==> config.mk <==
export PLATFORM = sky130hd
export DESIGN_NAME = thresh_fifo
export DESIGN_NICKNAME = d
export VERILOG_FILES = /design/src/rtl/thresh_fifo_pkg.sv /design/src/rtl/thresh_fifo_queue.sv /design/src/rtl/thresh_fifo_dp.sv /design/src/rtl/thresh_fifo_ctrl.sv /design/src/rtl/thresh_fifo.sv
export SDC_FILE = /design/constraint.sdc
export NUM_CORES = 1
export LEC_CHECK = 0
export BUFFER_PORTS_ARGS = -buffer_cell sky130_fd_sc_hd__buf_2
export CORE_UTILIZATION = 47
export DETAILED_ROUTE_END_ITERATION = 8
export PLACE_DENSITY = 0.66
export SYNTH_ARGS = -nofsm -noshare
export SYNTH_HDL_FRONTEND = slang
export SYNTH_SLANG_ARGS = --single-unit
==> constraint.sdc <==
create_clock -name clk -period 3.28 [get_ports clk]
set_input_delay 0.656 -clock clk [delete_from_list [all_inputs] [get_ports clk]]
set_output_delay 0.656 -clock clk [all_outputs]
set_load 0.005 [all_outputs]
==> src/rtl/thresh_fifo_pkg.sv <==
`timescale 1ns/1ps
package thresh_fifo_pkg;
  localparam int DATA_W = 8;
  localparam int ADDR_W = 5;
  localparam int FIELD_W = 5;

  localparam logic [ADDR_W-1:0] ADR_DATA = 5'h00;
  localparam logic [ADDR_W-1:0] ADR_BANK = 5'h0E;
  localparam logic [ADDR_W-1:0] ADR_MODE = 5'h10;  // bank 0
  localparam logic [ADDR_W-1:0] ADR_FCS  = 5'h10;  // bank 1
  localparam logic [ADDR_W-1:0] ADR_TXC  = 5'h12;
  localparam logic [ADDR_W-1:0] ADR_TXS  = 5'h14;
  localparam logic [ADDR_W-1:0] ADR_RXC  = 5'h16;
  localparam logic [ADDR_W-1:0] ADR_RXS  = 5'h18;

  typedef struct packed {
    logic txPush;
    logic txPop;
    logic rxPush;
    logic rxPop;
    logic flush;
  } qStrobe_t;
endpackage

==> src/rtl/thresh_fifo_queue.sv <==
`timescale 1ns/1ps
module thresh_fifo_queue #(
  parameter int DEPTH = 16,
  parameter int W = 8,
  localparam int PW = (DEPTH > 1) ? $clog2(DEPTH) : 1,
  localparam int CW = $clog2(DEPTH + 1)
) (
  input  logic          clk,
  input  logic          rstN,
  input  logic          flush,
  input  logic          push,
  input  logic          pop,
  input  logic [W-1:0]  wdata,
  output logic [W-1:0]  rdata,
  output logic [CW-1:0] count
);
  localparam logic [CW-1:0] FULL = CW'(DEPTH);
  localparam logic [PW-1:0] LAST = PW'(DEPTH - 1);

  logic [W-1:0]  mem [DEPTH];
  logic [PW-1:0] rdPtr, wrPtr;
  logic          pushOk, popOk;

  function automatic logic [PW-1:0] nextPtr(input logic [PW-1:0] p);
    return (p == LAST) ? '0 : p + PW'(1);
  endfunction

  assign pushOk = push && (count != FULL) && !flush;
  assign popOk  = pop && (count != '0) && !flush;

  always_ff @(posedge clk or negedge rstN) begin
    if (!rstN) begin
      rdPtr <= '0;
      wrPtr <= '0;
      count <= '0;
    end else if (flush) begin
      rdPtr <= '0;
      wrPtr <= '0;
      count <= '0;
    end else begin
      if (pushOk) wrPtr <= nextPtr(wrPtr);
      if (popOk)  rdPtr <= nextPtr(rdPtr);
      count <= count + CW'(pushOk) - CW'(popOk);
    end
  end

  always_ff @(posedge clk) begin
    if (pushOk) mem[wrPtr] <= wdata;
  end

  assign rdata = (count != '0) ? mem[rdPtr] : '0;
endmodule

==> src/rtl/thresh_fifo_dp.sv <==
`timescale 1ns/1ps
module thresh_fifo_dp
  import thresh_fifo_pkg::*;
#(
  parameter int DEPTH = 16,
  localparam int CW = $clog2(DEPTH + 1)
) (
  input  logic              clk,
  input  logic              rstN,
  input  qStrobe_t          stb,
  input  logic [DATA_W-1:0] txWdata,
  input  logic [DATA_W-1:0] rxWdata,
  output logic [DATA_W-1:0] txHead,
  output logic [DATA_W-1:0] rxHead,
  output logic [CW-1:0]     txCount,
  output logic [CW-1:0]     rxCount
);
  thresh_fifo_queue #(.DEPTH(DEPTH), .W(DATA_W)) uTxQ (
    .clk(clk), .rstN(rstN), .flush(stb.flush),
    .push(stb.txPush), .pop(stb.txPop),
    .wdata(txWdata), .rdata(txHead), .count(txCount)
  );

  thresh_fifo_queue #(.DEPTH(DEPTH), .W(DATA_W)) uRxQ (
    .clk(clk), .rstN(rstN), .flush(stb.flush),
    .push(stb.rxPush), .pop(stb.rxPop),
    .wdata(rxWdata), .rdata(rxHead), .count(rxCount)
  );
endmodule

==> src/rtl/thresh_fifo_ctrl.sv <==
`timescale 1ns/1ps
module thresh_fifo_ctrl
  import thresh_fifo_pkg::*;
#(
  parameter int DEPTH = 16,
  localparam int CW = $clog2(DEPTH + 1)
) (
  input  logic              clk,
  input  logic              rstN,
  input  logic [ADDR_W-1:0] regAddr,
  input  logic              regWr,
  input  logic              regRd,
  input  logic [DATA_W-1:0] regWdata,
  output logic [DATA_W-1:0] regRdata,
  input  logic              busTxPop,
  input  logic              busRxPush,
  input  logic [CW-1:0]     txCount,
  input  logic [CW-1:0]     rxCount,
  input  logic [DATA_W-1:0] rxHead,
  output qStrobe_t          stb,
  output logic              busTxAvail,
  output logic              busRxRoom,
  output logic              busRxFinal,
  output logic              dataReady,
  output logic              fifoIrq,
  output logic              bankSel,
  output logic              fifoEn
);
  localparam logic [CW-1:0] FULL = CW'(DEPTH);

  logic               fcsIe, evtFlag;
  logic               txIe, txHit, rxIe, rxLast, rxHit;
  logic [FIELD_W-1:0] txThr, rxThr;

  logic selData, selBank, selMode, selFcs, selTxc, selTxs, selRxc, selRxs;
  logic flushReq;
  logic txPushOk, txPopOk, rxPushOk, rxPopOk;
  logic [CW-1:0] txNext, rxNext;
  logic txHitSet, rxHitSet, evtSet;

  // address decode
  assign selData = (regAddr == ADR_DATA);
  assign selBank = (regAddr == ADR_BANK);
  assign selMode = !bankSel && (regAddr == ADR_MODE);
  assign selFcs  = bankSel && (regAddr == ADR_FCS);
  assign selTxc  = bankSel && (regAddr == ADR_TXC);
  assign selTxs  = bankSel && (regAddr == ADR_TXS);
  assign selRxc  = bankSel && (regAddr == ADR_RXC);
  assign selRxs  = bankSel && (regAddr == ADR_RXS);

  assign flushReq = regWr && selFcs && regWdata[6];

  // strobes toward the datapath
  always_comb begin
    stb.flush  = flushReq;
    stb.txPush = fifoEn && regWr && selData;
    stb.rxPop  = fifoEn && regRd && selData;
    stb.txPop  = fifoEn && busTxPop;
    stb.rxPush = fifoEn && busRxPush;
  end

  // accepted operations and resulting counts
  assign txPushOk = stb.txPush && (txCount != FULL) && !flushReq;
  assign txPopOk  = stb.txPop && (txCount != '0) && !flushReq;
  assign rxPushOk = stb.rxPush && (rxCount != FULL) && !flushReq;
  assign rxPopOk  = stb.rxPop && (rxCount != '0) && !flushReq;
  assign txNext   = txCount + CW'(txPushOk) - CW'(txPopOk);
  assign rxNext   = rxCount + CW'(rxPushOk) - CW'(rxPopOk);

  assign txHitSet = txPopOk && (FIELD_W'(txNext) <= txThr);
  assign rxHitSet = rxPushOk && (FIELD_W'(rxNext) == rxThr);
  assign evtSet   = (txPopOk && (txNext == '0)) || (rxPushOk && (rxNext == FULL));

  // configuration registers
  always_ff @(posedge clk or negedge rstN) begin
    if (!rstN) begin
      bankSel <= 1'b0;
      fifoEn  <= 1'b0;
      fcsIe   <= 1'b0;
      txIe    <= 1'b0;
      txThr   <= '0;
      rxIe    <= 1'b0;
      rxLast  <= 1'b0;
      rxThr   <= '0;
    end else if (regWr) begin
      if (selBank) bankSel <= regWdata[5];
      if (selMode) fifoEn  <= regWdata[4];
      if (selFcs)  fcsIe   <= regWdata[3];
      if (selTxc) begin
        txIe  <= regWdata[6];
        txThr <= regWdata[FIELD_W-1:0];
      end
      if (selRxc) begin
        rxIe   <= regWdata[6];
        rxLast <= regWdata[5];
        rxThr  <= regWdata[FIELD_W-1:0];
      end
    end
  end

  // sticky flags: flush first, then set, then write-1-to-clear
  always_ff @(posedge clk or negedge rstN) begin
    if (!rstN) begin
      txHit   <= 1'b0;
      rxHit   <= 1'b0;
      evtFlag <= 1'b0;
    end else if (flushReq) begin
      txHit   <= 1'b0;
      rxHit   <= 1'b0;
      evtFlag <= 1'b0;
    end else begin
      if (txHitSet) txHit <= 1'b1;
      else if (regWr && selTxs && regWdata[6]) txHit <= 1'b0;
      if (rxHitSet) rxHit <= 1'b1;
      else if (regWr && selRxs && regWdata[6]) rxHit <= 1'b0;
      if (evtSet) evtFlag <= 1'b1;
      else if (regWr && selFcs && regWdata[1]) evtFlag <= 1'b0;
    end
  end

  // read mux
  always_comb begin
    regRdata = '0;
    if (selData)      regRdata = rxHead;
    else if (selBank) regRdata = {2'b00, bankSel, 5'b00000};
    else if (selMode) regRdata = {3'b000, fifoEn, 4'b0000};
    else if (selFcs)  regRdata = {4'b0000, fcsIe, 1'b0, evtFlag, 1'b0};
    else if (selTxc)  regRdata = {1'b0, txIe, 1'b0, txThr};
    else if (selTxs)  regRdata = {1'b0, txHit, 1'b0, FIELD_W'(txCount)};
    else if (selRxc)  regRdata = {1'b0, rxIe, rxLast, rxThr};
    else if (selRxs)  regRdata = {1'b0, rxHit, 1'b0, FIELD_W'(rxCount)};
  end

  // status toward engine and host
  assign busTxAvail = fifoEn && (txCount != '0);
  assign busRxRoom  = fifoEn && (rxCount != FULL);
  assign busRxFinal = fifoEn && rxLast && ((FIELD_W'(rxCount) + FIELD_W'(1)) == rxThr);
  assign dataReady  = !(fifoEn && rxIe && (rxCount != FULL));
  assign fifoIrq    = fifoEn && ((txIe && txHit) || (rxIe && rxHit) || (fcsIe && evtFlag));
endmodule

==> src/rtl/thresh_fifo.sv <==
`timescale 1ns/1ps
module thresh_fifo
  import thresh_fifo_pkg::*;
#(
  parameter int DEPTH = 16
) (
  input  logic              clk,
  input  logic              rstN,
  input  logic [ADDR_W-1:0] regAddr,
  input  logic              regWr,
  input  logic              regRd,
  input  logic [DATA_W-1:0] regWdata,
  output logic [DATA_W-1:0] regRdata,
  output logic [DATA_W-1:0] busTxData,
  output logic              busTxAvail,
  input  logic              busTxPop,
  input  logic [DATA_W-1:0] busRxData,
  input  logic              busRxPush,
  output logic              busRxRoom,
  output logic              busRxFinal,
  output logic              dataReady,
  output logic              fifoIrq
);
  localparam int CW = $clog2(DEPTH + 1);

  qStrobe_t          stb;
  logic [CW-1:0]     txCount, rxCount;
  logic [DATA_W-1:0] rxHead;
  logic              bankSel, fifoEn;

  thresh_fifo_ctrl #(.DEPTH(DEPTH)) uCtrl (
    .clk(clk), .rstN(rstN),
    .regAddr(regAddr), .regWr(regWr), .regRd(regRd),
    .regWdata(regWdata), .regRdata(regRdata),
    .busTxPop(busTxPop), .busRxPush(busRxPush),
    .txCount(txCount), .rxCount(rxCount), .rxHead(rxHead),
    .stb(stb),
    .busTxAvail(busTxAvail), .busRxRoom(busRxRoom), .busRxFinal(busRxFinal),
    .dataReady(dataReady), .fifoIrq(fifoIrq),
    .bankSel(bankSel), .fifoEn(fifoEn)
  );

  thresh_fifo_dp #(.DEPTH(DEPTH)) uDp (
    .clk(clk), .rstN(rstN), .stb(stb),
    .txWdata(regWdata), .rxWdata(busRxData),
    .txHead(busTxData), .rxHead(rxHead),
    .txCount(txCount), .rxCount(rxCount)
  );
endmodule

==> flow_summary.toml, run 1 <==
[run_status]
status = "complete, no violations"

[synthesis]
synth.avg_cell_area_sq_um = 16.8
synth-seq-cells = 301
ys_warn_count = 0
syn_area_sq_um = 13000
synth_flop_cell = "edfxtp_1"
synth_cell_types = 62
synth-seq-area-share = 0.677
async_flop_share = 0.150
synth_edf_count = 256
synth_cells = 776
synthesis.nets = 836

[detailed_routing]
drt-initial-drc-count = 508
avgViaCountPerCell = 5.58
wl_per_cell_um = 21.6
wl_mm = 28.2
dr_total_vias = 7308
dr.pass1.iters = 5
route.detailed.drc = 0
ant_nets = 0

[grt]
grt_overflow = 0
grt_pass1_vias = 7353
grtUsageTotal = 0.204
grt_max_degree = 38
grt_pass1_wl_mm = 43.4
antenna_found_initial = 0

[sta]
fin_skew_ns = 0.0245
drv_slew = 0
fin_ws_ns = 0.0327
slew_headroom = 0.433
setup_violations = 0
layout_min_cycle_time_ns = 3.25
holdWs_ns = 0.211
rsz0062_at_grt = "true"
period_share = 0.990
hold_violations = 0
fin_tns_setup_ns = 0
worst_pin_slew_ns = 0.850
max_freq_mhz = 308

[pwr]
p_leak_nw = 5.52
vdd_drop_max_mv = 0.531
power_density_nw_per_um2 = 722
power_mw = 11.2

[placed_design]
place.gp.congestion = 0.858
dpl-instance-area_sq_um = 14400
dp_hpwl_mm = 18.8
dp_slack_ns = -0.623
placed_cells_incl_taps = 1251
io_buffers = 47

[die]
die_width_um = 168
start_util = 0.480
die_h_um = 168
coreArea_sq_um = 27100
rows = 60
num_io_pins = 48
die-area_sq_um = 28400

[setup_path]
crit_path_start_kind = "input pin"
crit_family = "simple AND/OR/NAND/NOR gates"
worst-setup-path-type = "in2reg"
cp_slowest_cell = "or4b_4"
path_buf_inv = 4
cp.arrival_ns = 3.67
critical_path.cell_chain = "buf_6 > or4b_4 > nor3_4 > nor3_2 > ha_1 > inv_2 > ha_4 > inv_2 > fa_2 > nand2b_4 > a21oi_2 > xnor2_1 > inv_1 > ha_4 > nor2_1 > a221o_1 > nand2_1 > a21oi_2"
cp_max_fo = 3
worstPathRequired_ns = 3.71
max_stage_delay_ns = 0.56
critPathCaptureType = "flop"

[cts]
cts_tree = "yes"
clockRootBuffer = "clkbuf_16"
clock_sinks = 301
clockBufferDepth = 3
path_clk_slew_ns = 0.07
clkLatencyLatePin_ns = 0.56
h-tree-depth = 1
cts_buffers = 31

[layout]
finalCoreUtilization = 0.572
antenna_cells = 0
final_cell_area_sq_um = 15500
layout.nets = 975
stdcell_count = 1310
drive_above_1_share = 0.336
syn2layout_area_growth_pct = 19.0

[min_path]
min_path_type = "in2async"

[flow_run]
maxCapViolations = 0
[cells in the mapped netlist (3+ instances only)]
cell type,number,area share
a21o_1,5,0.0029
a21oi_1,16,0.0061
a222oi_1,3,0.0023
a22oi_1,10,0.0058
a31oi_1,4,0.0019
and2_1,3,0.0014
buf_2,12,0.0046
clkbuf_1,18,0.0052
dfrtp_1,45,0.086
edfxtp_1,256,0.59
ha_1,31,0.030
inv_1,30,0.0086
mux2_2,20,0.017
mux2i_1,3,0.0023
mux4_2,71,0.12
nand2_1,45,0.013
nand2_2,3,0.0014
nand2b_1,8,0.0038
nand3_1,18,0.0069
nand4_1,4,0.0019
nor2_1,46,0.013
nor2b_1,17,0.0082
nor3_1,19,0.0073
nor4_1,3,0.0014
nor4b_1,3,0.0020
o21ai_0,12,0.0046
o22ai_1,3,0.0014
or3_1,4,0.0019
xnor2_1,14,0.0094
xor2_1,10,0.0067
[cell usage in the layout, fill, tap and decap left out, drive strengths merged, types with 5 or more instances in the layout]
cell    instances
buf           138
a21oi          16
nand2          48
xnor2          14
edfxtp        256
o21ai          13
xor2           10
nand2b          8
a22oi          10
nand3          18
inv            30
clkbuf         47
nor2           49
dfrtp          45
ha             31
a21o            5
nor2b          17
nor3           20
mux2           20
clkinv          9
mux4           71
[where the power goes]
part | internal, mW | switching (mW)
clock network | 2.00 | 1.39
registers | 4.35 | 0.214
logic | 1.70 | 1.54
total | 8.05 | 3.14
[flip-flops by register name, summed over array words and instances, names as in the netlist, 4 cells and up]
name	cells
uDp.uRxQ.rdPtr	4
uDp.uTxQ.count	5
uDp.uTxQ.wrPtr	4
uDp.uRxQ.count	5
uDp.uTxQ.rdPtr	4
uDp.uRxQ.wrPtr	4
uCtrl.rxThr	5
uDp.uRxQ.mem	128
uDp.uTxQ.mem	128
uCtrl.txThr	5
[layout make-up]
class	count	area, sq um
Clock inverter	10	100
Sequential cell	301	8820
Inverter	31	129
Clock buffer	46	882
Fill cell	2078	11600
Tap cell	372	465
Multi-Input combinational cell	411	4100
Timing Repair Buffer	139	1010
[timing repair]
action / in CTS / in global routing
setup endpoints to repair: 7 / 12
hold buffers: 0 / 0
setup buffers: 3 / 0
gates resized for setup: 10 / 14
pin swaps: 2 / 1
gates cloned: 0 / 1
[routing by layer]
layer	track usage	share of wire	vias to the layer above	wire length, um
met1	0.283	0.43	3732	12100
met5	0	0	-	0
li1	-	-	3307	-
met4	0.0514	0.022	0	635
met2	0.343	0.50	221	14100
met3	0.0273	0.051	48	1430
[cells by family (layout without fill, tap and decap cells)]
family	after synthesis	count (layout)	share of synthesized area
DFF	301	301	0.677
and+or+nand+nor	190	190	0.0749
muxes	94	94	0.142
AOI/OAI and AO/OA	70	70	0.0363
buffers and inverters	64	226	0.0206
adders and majority gates	33	33	0.0329
xor gates and xnor gates	24	24	0.0161
[worst paths after layout]
path                              startpoint                  end  slack [ns]  cells past startpoint
max                               regAddr[3]          uCtrl.txHit        0.03                     18
min                                     rstN          uCtrl.fcsIe        0.21                      1
max reg2reg                uDp.uTxQ.count[3]          uCtrl.txHit        0.04                     17
min reg2reg                      uCtrl.fcsIe          uCtrl.fcsIe        0.54                      1
max in group asynchronous               rstN       uCtrl.txThr[3]        2.38                      2
min in group clk                busRxData[7]  uDp.uRxQ.mem[11][7]        0.48                      1
[worst register-to-register path: cells and delay by family (launching register included)]
family | cells | cell delay (ns)
adder cells (fa/ha/maj) | 4 | 0.88
AO/OA/AOI/OAI | 3 | 0.44
XOR/XNOR | 1 | 0.15
flip-flops | 1 | 0.36
buffers and inverters | 4 | 0.26
AND/OR/NAND/NOR | 5 | 1.02
Power figures use the tool's default switching activity.
==> inputs of run 2 (changes only) <==
Clock period 3.28 ns to 2.62 ns, I/O delays scaled along.
==> run 2 against run 1 <==
  * The run now ends with setup timing left
  * Core utilization is 3.4 points higher
  * Die area stayed put
  * Critical path depth is 1 lower
  * Largest power group unchanged
  * Via count is 2.5% higher
  * Critical endpoint unchanged
  * Critical path type is now reg2reg
  * Largest cell class unchanged
  * Clock power is 35% higher
==> flow_summary.toml, run 2 (same netlist as run 1, synthesis figures left out) <==
[detailed_routing]
route.detailed.drc = 0
dr.pass1.iters = 5
dr_total_vias = 7492
drt-initial-drc-count = 668
avgViaCountPerCell = 5.53
ant_nets = 0
wl_per_cell_um = 21.8
wl_mm = 29.6

[layout]
reg_top3 = "uDp.uRxQ.mem x128, uDp.uTxQ.mem x128"
final_cell_area_sq_um = 16400
final_cell_mix = "edfxtp_1 (256), buf_4 (115), mux4_2 (71)"
layout.nets = 1019
final_common_cell = "edfxtp_1"
syn2layout_area_growth_pct = 26.2
drive_above_1_share = 0.420
stdcell_count = 1355
finalCoreUtilization = 0.606
antenna_cells = 0

[sta]
layout_min_cycle_time_ns = 3.14
fin_skew_ns = 0.0192
hold_violations = 0
rsz0062_at_grt = "true"
worst_pin_slew_ns = 0.761
drv_slew = 0
fin_ws_ns = -0.523
max_freq_mhz = 318
fin_tns_setup_ns = -7.24
setup_violations = 20
slew_headroom = 0.493
period_share = 1.20

[setup_path]
cp_common_cell = "ha_4"
critPathCaptureType = "flop"
worstPathRequired_ns = 3.06
cp_max_fo = 2
crit_family = "simple AND/OR/NAND/NOR gates"
cp_slowest_cell = "or4_4"
cp.arrival_ns = 3.58
path_buf_inv = 4
critical_path.cell_chain = "inv_2 > ha_4 > nor4bb_4 > or4_4 > clkinv_8 > ha_4 > inv_2 > fa_2 > nand2b_4 > a21oi_4 > xnor2_2 > inv_1 > ha_4 > nor2_2 > a221o_1 > nand2_1 > a21oi_2"
crit_path_start_kind = "flop"
worst-setup-path-type = "reg2reg"
max_stage_delay_ns = 0.48

[placed_design]
io_buffers = 47
dpl-instance-area_sq_um = 14700
place.gp.congestion = 0.900
dp_hpwl_mm = 19.6
placed_cells_incl_taps = 1276

[die]
die_width_um = 168
rows = 60
die-area_sq_um = 28400
num_io_pins = 48
die_h_um = 168
start_util = 0.480
coreArea_sq_um = 27100

[cts]
h-tree-depth = 1
cts-hold-fix-buffers = 0
clock_sinks = 301
clockBufferDepth = 3
clkLatencyLatePin_ns = 0.56
path_clk_slew_ns = 0.07
cts_buffers = 31
clockRootBuffer = "clkbuf_16"
cts_tree = "yes"

[pwr]
power_mw = 15.4
p_leak_nw = 5.90
vdd_drop_max_mv = 0.639
power_density_nw_per_um2 = 937

[grt]
grt_pass1_wl_mm = 45.8
grt_overflow = 0
grtUsageTotal = 0.216
antenna_found_initial = 0
grt_pass1_vias = 7654
grt_max_degree = 46

[min_path]
min_path_type = "in2async"

[run_status]
status = "finished, violations left"
failed_checks = "setup timing"

[flow_run]
maxCapViolations = 0
[run 2: worst paths after layout]
kind | cells past startpoint | slack [ns] | end | startpoint
min in group clk | 1 | 0.35 | uDp.uTxQ.mem[3][7] | regWdata[7]
max in group asynchronous | 2 | 2.12 | uDp.uRxQ.rdPtr[0] | rstN
max | 17 | -0.52 | uCtrl.txHit | uDp.uTxQ.count[3]
min reg2reg | 1 | 0.55 | uCtrl.rxLast | uCtrl.rxLast
max reg2reg | 17 | -0.52 | uCtrl.txHit | uDp.uTxQ.count[3]
min | 2 | 0.04 | uDp.uTxQ.count[1] | rstN
[run 2: layout make-up]
| type | instances | area, sq um |
|---|---|---|
| clock buffers | 35 | 791 |
| well taps | 372 | 465 |
| flip-flops and latches | 301 | 8820 |
| multi-input cells | 411 | 4440 |
| repair buffers | 183 | 1520 |
| fillers | 1963 | 10700 |
| inverters | 31 | 129 |
| clock inverters | 22 | 269 |
[run 2: per-stage QoR]
step | hold WS (ns) | worst slack, ns
floorplan | 0.228 | -1.01
global placement | 0.533 | -1.08
detailed placement | 0.534 | -1.18
CTS | 0.0588 | -0.547
global route | 0.0860 | -0.640
finish | 0.0393 | -0.523
[run 2: repair_timing]
action / CTS / global route
cloned: 1 / 3
pin swaps: 34 / 19
buffers inserted: 15 / 5
resized for setup: 56 / 34
endpoints found under the setup margin: 22 / 23
[run 2: routing by layer]
metal,global-route usage,routed length (um)
met5,0,0
met4,0.0625,733
met3,0.0327,1510
met2,0.358,14800
met1,0.299,12600
[run 2: power breakdown]
group,internal [mW],switching [mW]
clock network,2.76,1.81
logic,2.83,2.26
registers,5.45,0.283
total,11.0,4.35
==> inputs of run 3 (changes only) <==
Settings changed: CORE_UTILIZATION 47 to 48, PLACE_DENSITY 0.66 to 0.67.
==> run 3 against run 2 <==
  * The run still ends with setup timing left
  * Combinational power grew 4%
  * Hold slack got worse by 0.016 ns
  * Die area decreased by 2.1%
  * Final cell count decreased by 1.8%
  * Critical path type is now reg2out
  * Highest routed layer unchanged
==> flow_summary.toml, run 3 (same netlist as run 1, synthesis figures left out) <==
[sta]
rsz0062_at_grt = "true"
fin_tns_setup_ns = -8.25
worst_pin_slew_ns = 0.720
period_share = 1.21
max_freq_mhz = 316
layout_min_cycle_time_ns = 3.17
hold_violations = 0
fin_ws_ns = -0.548
holdWs_ns = 0.0232
drv_slew = 0
fin_skew_ns = 0.00907
setup_violations = 21
slew_headroom = 0.518

[layout]
layout.nets = 1033
stdcell_count = 1330
syn2layout_area_growth_pct = 26.6
final_common_cell = "edfxtp_1"
finalCoreUtilization = 0.626
reg_top3 = "uDp.uRxQ.mem x128, uDp.uTxQ.mem x128"
drive_above_1_share = 0.423
final_cell_mix = "edfxtp_1 (256), buf_4 (114), mux4_2 (71)"
antenna_cells = 0
final_cell_area_sq_um = 16500

[die]
rows = 59
start_util = 0.494
num_io_pins = 48
die_width_um = 167
die_h_um = 167
coreArea_sq_um = 26400
die-area_sq_um = 27800

[cts]
cts_tree = "yes"
clockBufferDepth = 3
clockRootBuffer = "clkbuf_16"
clkLatencyLatePin_ns = 0.55
clock_sinks = 301
cts-hold-fix-buffers = 0
h-tree-depth = 1
path_clk_slew_ns = 0.06
cts_buffers = 31

[setup_path]
critPathCaptureType = "output port"
cp.arrival_ns = 2.64
crit_path_start_kind = "flop"
worst-setup-path-type = "reg2out"
cp_max_fo = 6
worstPathRequired_ns = 2.10
reg2reg_depth = 18

[detailed_routing]
wl_per_cell_um = 22.9
dr_total_vias = 7664
avgViaCountPerCell = 5.76
wl_mm = 30.4
route.detailed.drc = 0
ant_nets = 0
dr.pass1.iters = 5
drt-initial-drc-count = 700

[run_status]
failed_checks = "setup timing"
status = "finished, violations left"

[grt]
grt_overflow = 0
antenna_found_initial = 0
grtUsageTotal = 0.228
grt_pass1_wl_mm = 47.7
grt_max_degree = 31
grt_pass1_vias = 8209

[pwr]
swShare = 0.289
power_mw = 15.3
seqPwrFrac = 0.374
p_sw_mw = 4.42
internal_power_mw = 10.9
power_density_nw_per_um2 = 929
vdd_drop_max_mv = 0.883
clkPwrFrac = 0.281
p_leak_nw = 5.95
combPwrFrac = 0.345

[placed_design]
dp_hpwl_mm = 20.5
dpl-instance-area_sq_um = 14700
dp_slack_ns = -1.17
placed_cells_incl_taps = 1242
io_buffers = 47
place.gp.congestion = 0.923

[flow_run]
maxCapViolations = 0

[min_path]
min_path_type = "in2async"
## run 3: cell types whose count changed in the layout (fill, tap and decap cells not counted), moves of 3 or more
cell | before | now
clkbuf_1 | 4 | 8
bufinv_16 | 6 | 3
nor4_2 | 3 | 0
clkbuf_8 | 0 | 3
nor2b_1 | 16 | 13
clkbuf_16 | 34 | 31
nor4_1 | 0 | 3
clkinv_2 | 6 | 1
buf_12 | 12 | 18
nor2b_4 | 1 | 4
buf_6 | 5 | 19
## run 3: routing by layer
metal | GRT usage | share of wire
met1 | 0.305 | 0.42
met2 | 0.385 | 0.50
met4 | 0.0801 | 0.029
met5 | 0 | 0
met3 | 0.0302 | 0.046
## run 3: area by class of cell
| cell class | count | area, sq um |
|---|---|---|
| fill | 1819 | 9870 |
| sequential | 301 | 8820 |
| multi-input combinational | 411 | 4400 |
| timing repair buffer | 197 | 1720 |
| clock buffer | 42 | 847 |
| tap | 335 | 419 |
| clock inverter | 13 | 151 |
| inverter | 31 | 131 |
## run 3: final timing paths
| path | from | endpoint | slack, ns |
|---|---|---|---|
| min | rstN | uCtrl.fifoEn | 0.02 |
| max reg2reg | uDp.uTxQ.count[3] | uCtrl.txHit | -0.51 |
| min reg2reg | uCtrl.txThr[4] | uCtrl.txThr[4] | 0.54 |
| min in group clk | busRxData[0] | uDp.uRxQ.mem[0][0] | 0.37 |
| max in group asynchronous | rstN | uDp.uRxQ.rdPtr[0] | 1.96 |
| max | uDp.uRxQ.rdPtr[0] | regRdata[4] | -0.55 |
## run 3: critical path, stage by stage (launching register included)
cell	delay, ns
dfrtp_2	0.48
buf_4	0.15
buf_6	0.08
mux4_2	0.49
a22oi_2	0.25
a31oi_4	0.14
a2111o_1	0.37
buf_2	0.14
## run 3: power by group through the flow
stage / sequential, mW / combinational, mW / clock [mW]
after floorplan: 5.71 / 2.62 / 0
after global placement: 5.79 / 3.93 / 0
after detailed placement: 5.81 / 4.07 / 0
after CTS: 5.71 / 4.82 / 4.37
after global routing: 5.74 / 5.68 / 4.57
final: 5.72 / 5.28 / 4.31
## run 3: what timing repair did
action | CTS | global route
endpoints found under the setup margin | 22 | 23
setup buffers | 26 | 11
cloned | 3 | 0
pin swaps | 30 | 17
resized for setup | 74 | 37
